$ cat src/rtl/pin_irq_ctrl.sv
module pin_irq_ctrl #(
  parameter int NCH = 8,
  parameter int AW  = 4
) (
  input  logic           clk,
  input  logic           rst_n,
  input  logic [NCH-1:0] pin_i,
  input  logic [NCH-1:0] pm_match_i,
  input  logic [AW-1:0]  addr_i,
  input  logic           we_i,
  input  logic [31:0]    wdata_i,
  output logic [31:0]    rdata_o,
  output logic [NCH-1:0] irq_o,
  output logic           event_o
);
  localparam logic [AW-1:0] A_MODE = AW'(0);
  localparam logic [AW-1:0] A_REN  = AW'(1);
  localparam logic [AW-1:0] A_FEN  = AW'(2);
  localparam logic [AW-1:0] A_LEN  = AW'(3);
  localparam logic [AW-1:0] A_LVL  = AW'(4);
  localparam logic [AW-1:0] A_RL   = AW'(5);
  localparam logic [AW-1:0] A_FL   = AW'(6);
  localparam logic [AW-1:0] A_ST   = AW'(7);
  localparam logic [AW-1:0] A_CTL  = AW'(8);

  logic [NCH-1:0] sync1, sync2, prev;
  logic [NCH-1:0] mode, ren, fen, len, lvl, rlat, flat;
  logic           pm_sel, ev_en;
  logic [NCH-1:0] wr, rise, fall, edge_req, lvl_req, pin_req;
  logic [NCH-1:0] rl_clr, fl_clr;
  logic [31:0]    rd_next;
  logic           unused_hi;

  assign wr        = wdata_i[NCH-1:0];
  assign unused_hi = ^wdata_i;
  assign rise      = sync2 & ~prev;
  assign fall      = ~sync2 & prev;
  assign edge_req  = (rlat & ren) | (flat & fen);
  assign lvl_req   = len & ~(sync2 ^ lvl);
  assign pin_req   = (mode & lvl_req) | (~mode & edge_req);
  assign irq_o     = pm_sel ? pm_match_i : pin_req;
  assign event_o   = ev_en & (|pm_match_i);

  wire wr_st = we_i && addr_i == A_ST;
  assign rl_clr = ((we_i && addr_i == A_RL) ? wr : '0) | (wr_st ? (wr & ~mode) : '0);
  assign fl_clr = ((we_i && addr_i == A_FL) ? wr : '0) | (wr_st ? (wr & ~mode) : '0);

  always_ff @(posedge clk or negedge rst_n) begin
    if (!rst_n) begin
      sync1 <= '0;
      sync2 <= '0;
      prev  <= '0;
    end else begin
      sync1 <= pin_i;
      sync2 <= sync1;
      prev  <= sync2;
    end
  end

  always_ff @(posedge clk or negedge rst_n) begin
    if (!rst_n) begin
      mode   <= '0;
      ren    <= '0;
      fen    <= '0;
      len    <= '0;
      lvl    <= '0;
      rlat   <= '0;
      flat   <= '0;
      pm_sel <= 1'b0;
      ev_en  <= 1'b0;
    end else begin
      rlat <= (rlat & ~rl_clr) | rise;
      flat <= (flat & ~fl_clr) | fall;
      if (we_i) begin
        case (addr_i)
          A_MODE: mode <= wr;
          A_REN:  ren  <= wr;
          A_FEN:  fen  <= wr;
          A_LEN:  len  <= wr;
          A_LVL:  lvl  <= wr;
          A_ST:   lvl  <= lvl ^ (wr & mode);
          A_CTL:  {ev_en, pm_sel} <= wdata_i[1:0];
          default: ;
        endcase
      end
    end
  end

  always_comb begin
    rd_next = '0;
    case (addr_i)
      A_MODE: rd_next[NCH-1:0] = mode;
      A_REN:  rd_next[NCH-1:0] = ren;
      A_FEN:  rd_next[NCH-1:0] = fen;
      A_LEN:  rd_next[NCH-1:0] = len;
      A_LVL:  rd_next[NCH-1:0] = lvl;
      A_RL:   rd_next[NCH-1:0] = rlat;
      A_FL:   rd_next[NCH-1:0] = flat;
      A_ST:   rd_next[NCH-1:0] = pin_req;
      A_CTL:  rd_next[1:0]     = {ev_en, pm_sel};
      default: ;
    endcase
  end

  always_ff @(posedge clk or negedge rst_n) begin
    if (!rst_n) rdata_o <= '0;
    else        rdata_o <= rd_next;
  end
endmodule


$ cat config.mk
export PLATFORM = sky130hd
export DESIGN_NAME = pin_irq_ctrl
export DESIGN_NICKNAME = d
export VERILOG_FILES = /design/src/rtl/pin_irq_ctrl.sv
export SDC_FILE = /design/constraint.sdc
export NUM_CORES = 1
export LEC_CHECK = 0
export ABC_CLOCK_PERIOD_IN_PS = 1680
export BUFFER_PORTS_ARGS = -buffer_cell sky130_fd_sc_hd__buf_2
export CAP_MARGIN = 20
export CORE_ASPECT_RATIO = 1.4
export CORE_MARGIN = 5
export CORE_UTILIZATION = 57
export CTS_BUF_LIST = sky130_fd_sc_hd__clkbuf_4
export DETAILED_ROUTE_END_ITERATION = 6
export PLACE_DENSITY = 0.83
export SYNTH_ARGS = -nofsm -noshare
export SYNTH_HDL_FRONTEND = slang
export SYNTH_SLANG_ARGS = --single-unit
$ cat constraint.sdc
create_clock -name clk -period 1.68 [get_ports clk]
set_clock_uncertainty 0.05 [all_clocks]
set_input_delay 0.084 -clock clk [delete_from_list [all_inputs] [get_ports clk]]
set_output_delay 0.084 -clock clk [all_outputs]
set_load 0.02 [all_outputs]
==> results of run 1 <==
## per-layer routing
layer	share of wire (%)	wire (um)	GRT usage [%]
met1	36	4571	33.00
met2	49	6117	43.75
met3	10	1290	6.953
met4	4.9	621	14.68
met5	0	0	0
## state kept, by name, indices dropped and copies added (netlist names)
signal,cells
ev_en,1
fen,8
flat,8
len,8
lvl,8
mode,8
pm_sel,1
prev,8
rdata_o,8
ren,8
rlat,8
sync1,8
sync2,8
## logic make-up (layout without fill, tap and decap cells)
| logic type | count (synthesis) | in the layout | synth area share [%] |
|---|---|---|---|
| AO/OA/AOI/OAI | 102 | 102 | 16.55 |
| AND/OR/NAND/NOR | 92 | 92 | 10.98 |
| flip-flops | 90 | 90 | 50.31 |
| buffers and inverters | 62 | 166 | 8.217 |
| multiplexers | 48 | 48 | 12.30 |
| XOR/XNOR | 8 | 8 | 1.565 |
| other | 1 | 24 | 0.08377 |
## area by class of cell
class | instances | area, um2
Tap cell | 100 | 125.1
Multi-Input combinational cell | 274 | 2067
Sequential cell | 90 | 2253
Timing Repair Buffer | 135 | 1011
Clock inverter | 6 | 33.78
Inverter | 15 | 56.30
Fill cell | 539 | 2081
Clock buffer | 10 | 75.07
## worst paths after layout
kind	end	depth (start not counted)
setup reg to reg	rdata_o[3]	5
setup / recovery	irq_o[1]	4
min in group asynchronous	lvl[7]	3
hold reg to reg	sync2[4]	0
hold / removal	rdata_o[6]	3
max in group asynchronous	rdata_o[2]	4
## cells in the final DEF (no fill, tap or decap), drive strengths merged, types with 2 or more instances in the layout
master / count
o21bai: 2
dlygate4sd3: 20
xor2: 8
a22oi: 11
o311ai: 2
and3b: 2
clkinv: 5
o211ai: 14
a21boi: 2
o2bb2ai: 8
buf: 115
nand4b: 4
o22ai: 9
a22o: 19
clkbuf: 10
a21oi: 16
inv: 15
nor2: 12
nand3: 16
a222oi: 6
nand2: 27
conb: 24
nor4: 2
dfrtp: 90
mux2: 46
o21ai: 11
nor3: 15
nor2b: 7
## metrics by stage
step / cell area [um2] / std cells / util, %
6_report: 5622 / 630 / 72.99
5_1_grt: 5622 / 630 / 72.99
4_1_cts: 5524 / 625 / 71.72
3_5_place_dp: 4875 / 559 / 63.29
3_3_place_gp: 4875 / 559 / 63.29
2_1_floorplan: 4563 / 426 / -
## report_power, final
| part | total, W | internal (W) | switching [W] |
|---|---|---|---|
| Clock | 0.00105 | 0.000309 | 0.000742 |
| Combinational | 0.00161 | 0.000836 | 0.000778 |
| Sequential | 0.00274 | 0.00245 | 0.000289 |
| Total | 0.00540 | 0.00359 | 0.00181 |
## worst min-delay path: cells and delay by family
family | cells | cell delay, ns
AOI/OAI and AO/OA | 2 | 0.29
buffers and inverters | 1 | 0.17
## repair_timing
action | in CTS | in global routing
buffers inserted | 30 | 5
hold buffers | 20 | 0
hold endpoints to repair | 155 | 0
resized for setup | 26 | 13
pin swaps | 15 | 12
setup endpoints to repair | 8 | 8
==> impl_results.rst, run 1 <==
.. list-table::
   :header-rows: 1

   * - Metric
     - Value
   * - Highest ir drop seen on vdd
     - 0.6408 mV
   * - Minimum setup slack in the final design
     - -0.1456 ns
   * - Post-layout min period
     - 1.826 ns
   * - Count of flip-flops with a built-in enable after synthesis
     - 0
   * - Overall die area
     - 9752 um2
   * - Number of different library cells in the post-synthesis netlist
     - 44
   * - Number of top-level pins
     - 96
   * - Area added between synthesis and finish
     - 25.57%
   * - CTS Sinks
     - 90
   * - Part of the Yosys area used for sequential elements
     - 50.31%
   * - Combined buffer and inverter count along the critical path
     - 1
   * - Vias in the first global route
     - 3968
   * - Synthesized area per cell
     - 11.11 um2
   * - RSZ-0062 raised after global routing
     - yes
   * - Number of input and output port buffers inserted
     - 47
   * - Class of the most critical setup path
     - reg -> out
   * - Yosys top cell area share
     - 50.31%
   * - Hold path startpoint
     - addr_i[0]
   * - Data required time of the worst path
     - 1.55 ns
   * - Clock edge transition at the registers on the reported setup and hold paths
     - 0.14 ns
   * - Wire length of the first global-routing pass
     - 20100 um
   * - Reported max-cap violation count
     - 0
   * - Average wire per standard cell
     - 20.00 um
   * - Critical-path cell with the highest stage delay
     - sky130_fd_sc_hd__dfrtp_1
   * - Buffers from clock root to sink, at most
     - 2
   * - Main synth FF type
     - sky130_fd_sc_hd__dfrtp_1
   * - Global routing usage summed across all routing layers
     - 26.97%
   * - Run status
     - finished with violations
   * - Count of final max-slew check failures
     - 0
   * - Initial detailed-routing violation count
     - 487
   * - Vert. Die Dim
     - 114.9 um
   * - Number of H-tree branching levels
     - 3
   * - Root Driver
     - sky130_fd_sc_hd__clkbuf_4
   * - Initial Util
     - 58.12%
   * - Register-to-register path setup slack
     - -0.02 ns
   * - Count of vias placed by the detailed router
     - 3921
   * - Syn Inst Count
     - 403
   * - Largest area contributor in the netlist
     - sky130_fd_sc_hd__dfrtp_1
   * - Number of buffers created by CTS
     - 9
   * - Maximum clock frequency
     - 547.8 MHz
   * - Leak
     - 2.582 nW
   * - Overflow left after global routing
     - 0
   * - Post-Synthesis Cell Area
     - 4477 um2
   * - Crit end category
     - output pin
   * - Worst hold slack
     - 0.07899 ns
   * - Setup-failing EPs final
     - 9
   * - Arr. time, crit path
     - 1.69 ns
   * - Core region area
     - 7702 um2
   * - Number of antenna violations at the first check in global routing
     - 0
   * - Crit share post-route
     - 108.7%
   * - Pin count of the biggest net entering global routing
     - 33
   * - Cell-by-cell listing of the critical path
     - a22oi_2, o22ai_2, mux2_4, buf_6
   * - Largest stage delay on the critical path
     - 0.43 ns
   * - Via density per instance
     - 6.224
   * - Width of the die
     - 84.90 um
   * - Power density over the cells
     - 960.8 nW/um2
   * - DRC violations left
     - 0
   * - Ant. Diodes
     - 0
   * - Synth Warn #
     - 0
   * - Nets
     - 580
   * - Count of nets left with antenna violations after detail routing
     - 0
   * - Critical Path Source Type
     - flip-flop
   * - CTS tree
     - done
   * - Aggregate routed wire length
     - 12600 um
   * - Most common cell in the netlist
     - sky130_fd_sc_hd__dfrtp_1
   * - Violations in the final reports
     - setup timing
   * - Sum of negative setup slack
     - -0.7235 ns
   * - Cell Rows
     - 38
   * - Commonest cells in the netlist
     - 90 x sky130_fd_sc_hd__dfrtp_1, 46 x sky130_fd_sc_hd__mux2_2, 27 x sky130_fd_sc_hd__nand2_1
   * - Pre-CTS worst setup slack
     - 0.08508 ns
   * - Worst setup startpoint
     - ren[1]
   * - Flops & latches, synth
     - 90
   * - Worst-margin pin slew
     - 0.5022 ns
   * - Fraction of final layout cells sized beyond drive strength 1
     - 38.11%
   * - Maximum fanout along the worst path
     - 3
   * - Hold Violations, Final
     - 0
   * - First-pass iteration count of the detailed router
     - 6
   * - Total power after layout
     - 0.005401 W
   * - Top Family by Delay on Critical Path
     - flip-flops
   * - Reg-to-Reg Start
     - lvl[3]
   * - Global placement routability congestion
     - 0.9784
   * - Clk_lat worst skew
     - 0.47 ns
   * - Worst min path class
     - in -> reg
   * - Half-perimeter wire length after detailed placement
     - 8000 um
   * - Headroom to the max-slew limit
     - 66.45%
   * - Share of synthesized flip-flops with an asynchronous set or reset
     - 100.0%
   * - Cell types with the largest area share after synthesis
     - sky130_fd_sc_hd__dfrtp_1 50%, sky130_fd_sc_hd__mux2_2 12%, sky130_fd_sc_hd__buf_4 4.4%
No activity file was read; power rests on OpenSTA's default activity.
==> run 2, diff against run 1 <==
CORE_UTILIZATION = 55   (was 57)
CTS_BUF_LIST = sky130_fd_sc_hd__clkbuf_16   (was sky130_fd_sc_hd__clkbuf_4)
PLACE_DENSITY = 0.8   (was 0.83)
==> impl_results.rst, run 2 (synthesis gave the netlist of run 1 again) <==
.. list-table::
   :header-rows: 1

   * - Metric
     - Value
   * - Run status
     - completed (was finished with violations)
   * - Area added between synthesis and finish
     - 22.14% (was 25.57%)
   * - Initial detailed-routing violation count
     - 396 (was 487)
   * - Hold path startpoint
     - wdata_i[3] (was addr_i[0])
   * - Nets
     - 543 (was 580)
   * - Area of all placed cells without fillers
     - 5468 um2 (was 5622 um2)
   * - Count of nets left with antenna violations after detail routing
     - 0 (unchanged)
   * - Number of antenna violations at the first check in global routing
     - 0 (unchanged)
   * - Worst min path class
     - in -> reg (unchanged)
   * - Overflow left after global routing
     - 0 (unchanged)
   * - Post-layout min period
     - 1.660 ns (was 1.826 ns)
   * - Post-DP Area
     - 4875 um2 (unchanged)
   * - Buffers from clock root to sink, at most
     - 2 (unchanged)
   * - Power density over the cells
     - 1132 nW/um2 (was 960.8 nW/um2)
   * - Class of the most critical setup path
     - reg -> out (unchanged)
   * - Minimum setup slack in the final design
     - 0.01990 ns (was -0.1456 ns)
   * - Wire length of the first global-routing pass
     - 18020 um (was 20100 um)
   * - Arr. time, crit path
     - 1.53 ns (was 1.69 ns)
   * - Worst-margin pin slew
     - 0.5840 ns (was 0.5022 ns)
   * - Vert. Die Dim
     - 116.8 um (was 114.9 um)
   * - Half-perimeter wire length after detailed placement
     - 7784 um (was 8000 um)
   * - Count of final max-slew check failures
     - 0 (unchanged)
   * - Worst setup startpoint
     - rlat[7] (was ren[1])
   * - Pin count of the biggest net entering global routing
     - 60 (was 33)
   * - DRC violations left
     - 0 (unchanged)
   * - Headroom to the max-slew limit
     - 60.70% (was 66.45%)
   * - Register area
     - 2255 um2 (was 2253 um2)
   * - Highest ir drop seen on vdd
     - 0.7650 mV (was 0.6408 mV)
   * - Critical Path Source Type
     - flip-flop (unchanged)
   * - Reg-to-Reg Start
     - lvl[3] (unchanged)
   * - Ant. Diodes
     - 0 (unchanged)
   * - Fillcell total
     - 581 (was 539)
   * - Overall die area
     - 10070 um2 (was 9752 um2)
   * - Number of top-level pins
     - 96 (unchanged)
   * - Top Family by Delay on Critical Path
     - flip-flops (unchanged)
   * - Number of H-tree branching levels
     - 3 (unchanged)
   * - CTS tree
     - done (unchanged)
   * - Vias in the first global route
     - 3629 (was 3968)
   * - Count of vias placed by the detailed router
     - 3600 (was 3921)
   * - Core region area
     - 8051 um2 (was 7702 um2)
   * - Maximum clock frequency
     - 602.4 MHz (was 547.8 MHz)
   * - Cell-by-cell listing of the critical path
     - a22oi_1, o22ai_2, mux2_2, buf_6 (was a22oi_2, o22ai_2, mux2_4, buf_6)
   * - Leak
     - 2.479 nW (was 2.582 nW)
   * - Hold Violations, Final
     - 0 (unchanged)
   * - Number of input and output port buffers inserted
     - 47 (unchanged)
   * - Critical-path cell with the highest stage delay
     - sky130_fd_sc_hd__dfrtp_1 (unchanged)
   * - Via density per instance
     - 6.050 (was 6.224)
   * - Largest stage delay on the critical path
     - 0.40 ns (was 0.43 ns)
   * - Root Driver
     - sky130_fd_sc_hd__clkbuf_16 (was sky130_fd_sc_hd__clkbuf_4)
   * - Global placement routability congestion
     - 0.8848 (was 0.9784)
   * - Data required time of the worst path
     - 1.55 ns (about the same)
   * - Clk_lat worst skew
     - 0.34 ns (was 0.47 ns)
   * - Total power after layout
     - 0.006188 W (was 0.005401 W)
   * - Commonest non-fill, non-tap cell in the layout
     - sky130_fd_sc_hd__dfrtp_1 (unchanged)
   * - Pre-CTS worst setup slack
     - 0.1277 ns (was 0.08508 ns)
   * - RSZ-0062 raised after global routing
     - yes (unchanged)
   * - Reported max-cap violation count
     - 0 (unchanged)
   * - Crit share post-route
     - 98.82% (was 108.7%)
   * - Average wire per standard cell
     - 19.06 um (was 20.00 um)
   * - Total area of multi-input combinational cells
     - 2022 um2 (was 2067 um2)
   * - Aggregate routed wire length
     - 11340 um (was 12600 um)
   * - Crit end category
     - output pin (unchanged)
   * - Combined buffer and inverter count along the critical path
     - 1 (unchanged)
   * - Maximum fanout along the worst path
     - 3 (unchanged)
   * - Initial Util
     - 55.60% (was 58.12%)
   * - Global routing usage summed across all routing layers
     - 23.53% (was 26.97%)
   * - Setup-failing EPs final
     - 0 (was 9)
   * - First-pass iteration count of the detailed router
     - 5 (was 6)
   * - Number of buffers created by CTS
     - 9 (unchanged)
   * - Clock edge transition at the registers on the reported setup and hold paths
     - 0.06 ns (was 0.14 ns)
   * - CTS Sinks
     - 90 (unchanged)
   * - Highest-count cells in the layout ignoring fill and taps
     - 88 x sky130_fd_sc_hd__dfrtp_1, 43 x sky130_fd_sc_hd__mux2_2, 43 x sky130_fd_sc_hd__buf_4, 39 x sky130_fd_sc_hd__buf_2, 27 x sky130_fd_sc_hd__nand2_1 (was 89 x sky130_fd_sc_hd__dfrtp_1, 68 x sky130_fd_sc_hd__buf_4, 43 x sky130_fd_sc_hd__mux2_2, 38 x sky130_fd_sc_hd__buf_2, 27 x sky130_fd_sc_hd__nand2_1)
   * - Width of the die
     - 86.25 um (was 84.90 um)
   * - Cell Rows
     - 39 (was 38)
   * - Fraction of final layout cells sized beyond drive strength 1
     - 34.89% (was 38.11%)
-- run 2: cell count changes in the layout (fill, tap and decap cells not counted), sizes merged --
cell,change
clkbuf,-1
inv,+1
bufinv,+1
clkinvlp,+3
buf,-26
dlygate4sd3,-11
clkinv,-4
-- run 2: per-stage QoR --
stage / hold slack (ns) / setup TNS [ns] / cells / utilization [%]
after floorplan: -0.2616 / 0 / 426 / -
after global routing: 0.03840 / -0.05461 / 595 / 67.91
after CTS: 0.02856 / 0 / 587 / 66.08
final: 0.04145 / 0 / 595 / 67.91
after global placement: -0.1146 / 0 / 559 / 60.54
after detailed placement: -0.1035 / 0 / 559 / 60.54
-- run 2: worst register-to-register path: stages (launching register included) --
cell and delay (ns):
sky130_fd_sc_hd__dfrtp_1 0.40, sky130_fd_sc_hd__buf_4 0.16, sky130_fd_sc_hd__a22o_1 0.21, sky130_fd_sc_hd__a222oi_1 0.30, sky130_fd_sc_hd__o311ai_1 0.16
-- run 2: repair_timing --
action	4_1_cts	5_1_grt
hold buffers	9	0
setup buffers	3	8
endpoints found under the hold margin	98	0
gates resized for setup	6	23
setup endpoints to repair	8	8
pin swaps	0	17
-- run 2: report_power, final --
part,switching (W),total (W),internal (W)
combinational,0.000698,0.00142,0.000722
sequential,0.000302,0.00275,0.00245
clock,0.000856,0.00201,0.00116
total,0.00186,0.00619,0.00433
-- run 2: metal layers --
| layer | part of all wire [%] | GRT usage (%) |
|---|---|---|
| met3 | 8.4 | 4.940 |
| met1 | 40 | 29.45 |
| met2 | 48 | 37.98 |
| met5 | 0 | 0 |
| met4 | 3.1 | 13.20 |
-- run 2: path summary, 6_finish.rpt --
check	to	slack [ns]	depth (start not counted)
min	fen[3]	0.04	2
max reg2reg	rdata_o[3]	0.26	4
max in group asynchronous	sync2[5]	0.94	3
max	irq_o[7]	0.02	4
min reg2reg	sync2[3]	0.30	0
min in group asynchronous	rlat[3]	0.07	2
-- run 2: final cells by class --
class | instances | share of cell area (%)
Clock inverter | 7 | 1.419
Multi-Input combinational cell | 274 | 36.98
Sequential cell | 90 | 41.24
Tap cell | 102 | 2.334
Clock buffer | 9 | 4.119
Inverter | 15 | 1.030
Timing Repair Buffer | 98 | 12.88
==> run 3, diff against run 2 <==
BUFFER_PORTS_ARGS = -buffer_cell sky130_fd_sc_hd__buf_4   (was -buffer_cell sky130_fd_sc_hd__buf_2)
==> impl_results.rst, run 3 (synthesis gave the netlist of run 1 again) <==
.. list-table::
   :header-rows: 1

   * - Metric
     - Value
   * - Power share of the sequential group
     - 43.7% (was 44.5%)
   * - Area added between synthesis and finish
     - 25.82% (was 22.14%)
   * - Setup-failing EPs final
     - 0 (unchanged)
   * - Initial Util
     - 55.60% (unchanged)
   * - Number of cells in the design after placement
     - 557 (was 559)
   * - Worst-margin pin slew
     - 0.6291 ns (was 0.5840 ns)
   * - Reported max-cap violation count
     - 0 (unchanged)
   * - Count of vias placed by the detailed router
     - 3664 (was 3600)
   * - Highest-count cells in the layout ignoring fill and taps
     - 86 x sky130_fd_sc_hd__dfrtp_1, 86 x sky130_fd_sc_hd__buf_4, 44 x sky130_fd_sc_hd__mux2_2, 27 x sky130_fd_sc_hd__nand2_1, 24 x sky130_fd_sc_hd__conb_1 (was 88 x sky130_fd_sc_hd__dfrtp_1, 43 x sky130_fd_sc_hd__mux2_2, 43 x sky130_fd_sc_hd__buf_4, 39 x sky130_fd_sc_hd__buf_2, 27 x sky130_fd_sc_hd__nand2_1)
   * - Ant. Diodes
     - 0 (unchanged)
   * - Clk_lat worst skew
     - 0.34 ns (about the same)
   * - Largest stage delay on the critical path
     - 0.41 ns (was 0.40 ns)
   * - Leak
     - 2.546 nW (was 2.479 nW)
   * - Initial detailed-routing violation count
     - 343 (was 396)
   * - Utilization of the core after routing
     - 69.96% (was 67.91%)
   * - Clock edge transition at the registers on the reported setup and hold paths
     - 0.06 ns (about the same)
   * - Number of antenna violations at the first check in global routing
     - 0 (unchanged)
   * - Crit end category
     - output pin (unchanged)
   * - Average wire per standard cell
     - 19.46 um (was 19.06 um)
   * - Overall die area
     - 10070 um2 (unchanged)
   * - Internal Pwr Total
     - 0.004494 W (was 0.004333 W)
   * - Maximum fanout along the worst path
     - 3 (unchanged)
   * - CTS tree
     - done (unchanged)
   * - Root Driver
     - sky130_fd_sc_hd__clkbuf_16 (unchanged)
   * - First-pass iteration count of the detailed router
     - 5 (unchanged)
   * - Endpoint of the most critical register-to-register path
     - rdata_o[3] (unchanged)
   * - Power density over the cells
     - 1115 nW/um2 (was 1132 nW/um2)
   * - Fillcell total
     - 596 (was 581)
   * - Pre-CTS worst setup slack
     - 0.09209 ns (was 0.1277 ns)
   * - Last element of the critical path
     - irq_o[6] (was irq_o[7])
   * - Run status
     - completed (unchanged)
   * - Comb power frac
     - 23.2% (was 23.0%)
   * - Count of final max-slew check failures
     - 0 (unchanged)
   * - Crit share post-route
     - 99.09% (was 98.82%)
   * - Vias in the first global route
     - 3625 (was 3629)
   * - Register-to-register path setup slack
     - 0.20 ns (was 0.26 ns)
   * - RSZ-0062 raised after global routing
     - yes (unchanged)
   * - Cell-by-cell listing of the critical path
     - xor2_1, o22ai_2, mux2_2, buf_4 (was a22oi_1, o22ai_2, mux2_2, buf_6)
   * - Via density per instance
     - 6.086 (was 6.050)
   * - Worst hold slack
     - 0.008099 ns (was 0.04145 ns)
   * - Overflow left after global routing
     - 0 (unchanged)
   * - Switching Share
     - 28.42% (was 29.98%)
   * - Number of top-level pins
     - 96 (unchanged)
   * - Aggregate routed wire length
     - 11710 um (was 11340 um)
   * - Fraction of final layout cells sized beyond drive strength 1
     - 34.80% (was 34.89%)
   * - Global placement routability congestion
     - 0.8506 (was 0.8848)
   * - Highest ir drop seen on vdd
     - 0.7144 mV (was 0.7650 mV)
   * - Arr. time, crit path
     - 1.53 ns (about the same)
   * - Buffers from clock root to sink, at most
     - 2 (unchanged)
   * - Data required time of the worst path
     - 1.55 ns (about the same)
   * - Global routing usage summed across all routing layers
     - 23.90% (was 23.53%)
   * - CTS Sinks
     - 90 (unchanged)
   * - Core region area
     - 8051 um2 (unchanged)
   * - Filler-free cell count of the finished design
     - 602 (was 595)
   * - Headroom to the max-slew limit
     - 57.67% (was 60.70%)
   * - Vert. Die Dim
     - 116.8 um (unchanged)
   * - Switching Power
     - 0.001784 W (was 0.001855 W)
   * - Width of the die
     - 86.25 um (unchanged)
   * - Post-layout min period
     - 1.665 ns (was 1.660 ns)
   * - Worst setup startpoint
     - sync2[6] (was rlat[7])
   * - Class of the most critical setup path
     - reg -> out (unchanged)
   * - Portion of total power attributed to the clock network
     - 33.1% (was 32.5%)
   * - Half-perimeter wire length after detailed placement
     - 7895 um (was 7784 um)
   * - Number of H-tree branching levels
     - 3 (unchanged)
   * - Critical Path Source Type
     - flip-flop (unchanged)
   * - Hold Violations, Final
     - 0 (unchanged)
   * - Wire length of the first global-routing pass
     - 18490 um (was 18020 um)
   * - Reg2Reg Depth
     - 4 (unchanged)
   * - Minimum setup slack in the final design
     - 0.01527 ns (was 0.01990 ns)
   * - Critical-path cell with the highest stage delay
     - sky130_fd_sc_hd__dfrtp_1 (unchanged)
   * - Count of nets left with antenna violations after detail routing
     - 0 (unchanged)
   * - DRC violations left
     - 0 (unchanged)
   * - Cell Rows
     - 39 (unchanged)
   * - Pin count of the biggest net entering global routing
     - 41 (was 60)
   * - Number of input and output port buffers inserted
     - 47 (unchanged)
   * - Worst min path class
     - in -> reg (unchanged)
   * - Nets
     - 550 (was 543)
   * - Number of buffers created by CTS
     - 9 (unchanged)
   * - Maximum clock frequency
     - 600.7 MHz (was 602.4 MHz)
   * - Reg-to-Reg Start
     - lvl[3] (unchanged)
[run 3: cell count changes in the layout (fill, tap and decap cells not counted), sizes merged]
cell	delta
buf	+1
bufinv	+1
clkinv	+3
clkinvlp	-4
dlygate4sd3	+6
[run 3: final cells by class]
cell class | count | area, um2 | area share, %
Timing Repair Buffer | 105 | 849.6 | 15.08
Multi-Input combinational cell | 274 | 2032 | 36.07
Sequential cell | 90 | 2257 | 40.07
Inverter | 15 | 56.30 | 0.9996
Clock buffer | 9 | 225.2 | 3.998
Tap cell | 102 | 127.6 | 2.266
Clock inverter | 7 | 85.08 | 1.510
[run 3: how the worst min path moves through the flow]
stage,from,endpoint,slack [ns],depth (start not counted)
2_1_floorplan,rst_n,ev_en,-0.26,0
3_3_place_gp,rst_n,sync1[1],0.03,1
3_5_place_dp,rst_n,sync1[1],0.03,1
4_1_cts,wdata_i[1],mode[1],0.003,2
5_1_grt,wdata_i[1],mode[1],0.01,2
6_report,wdata_i[0],len[0],0.008,2
[run 3: repair_timing]
action,4_1_cts,5_1_grt
resized for setup,4,19
hold endpoints to repair,69,0
hold buffers,15,0
setup endpoints to repair,8,8
pin swaps,1,10
setup buffers,2,12
gates cloned,0,0
[run 3: power groups by stage]
stage          combinational (W)  sequential (W)  clock [W]
2_1_floorplan           0.000863         0.00269          0
3_3_place_gp             0.00122         0.00274          0
3_5_place_dp             0.00126         0.00276          0
4_1_cts                  0.00131         0.00272    0.00211
5_1_grt                  0.00157         0.00279    0.00219
6_report                 0.00145         0.00275    0.00208
[run 3: stage by stage]
step	cell area (um2)	power, W	TNS (ns)
finish	5633	0.006278	0
global route	5633	0.006541	-0.03971
CTS	5456	0.006144	0
detailed placement	4962	0.004014	0
global placement	4962	0.003957	0
floorplan	4563	0.003552	0
[run 3: worst max-delay path, delay by kind of cell, from the launching register on]
family,cells,cell delay [ns]
AO/OA/AOI/OAI,1,0.13
XOR/XNOR,1,0.23
multiplexers,1,0.27
flip-flops,1,0.41
buffers and inverters,1,0.16
[run 3: layer usage]
layer  vias up  track usage (%)  wire [um]
met2       210            38.45       5766
met4         0            9.667        343
li1       1615                -          -
met1      1813            31.01       4560
met5         -                0          0
met3        26            6.069       1044
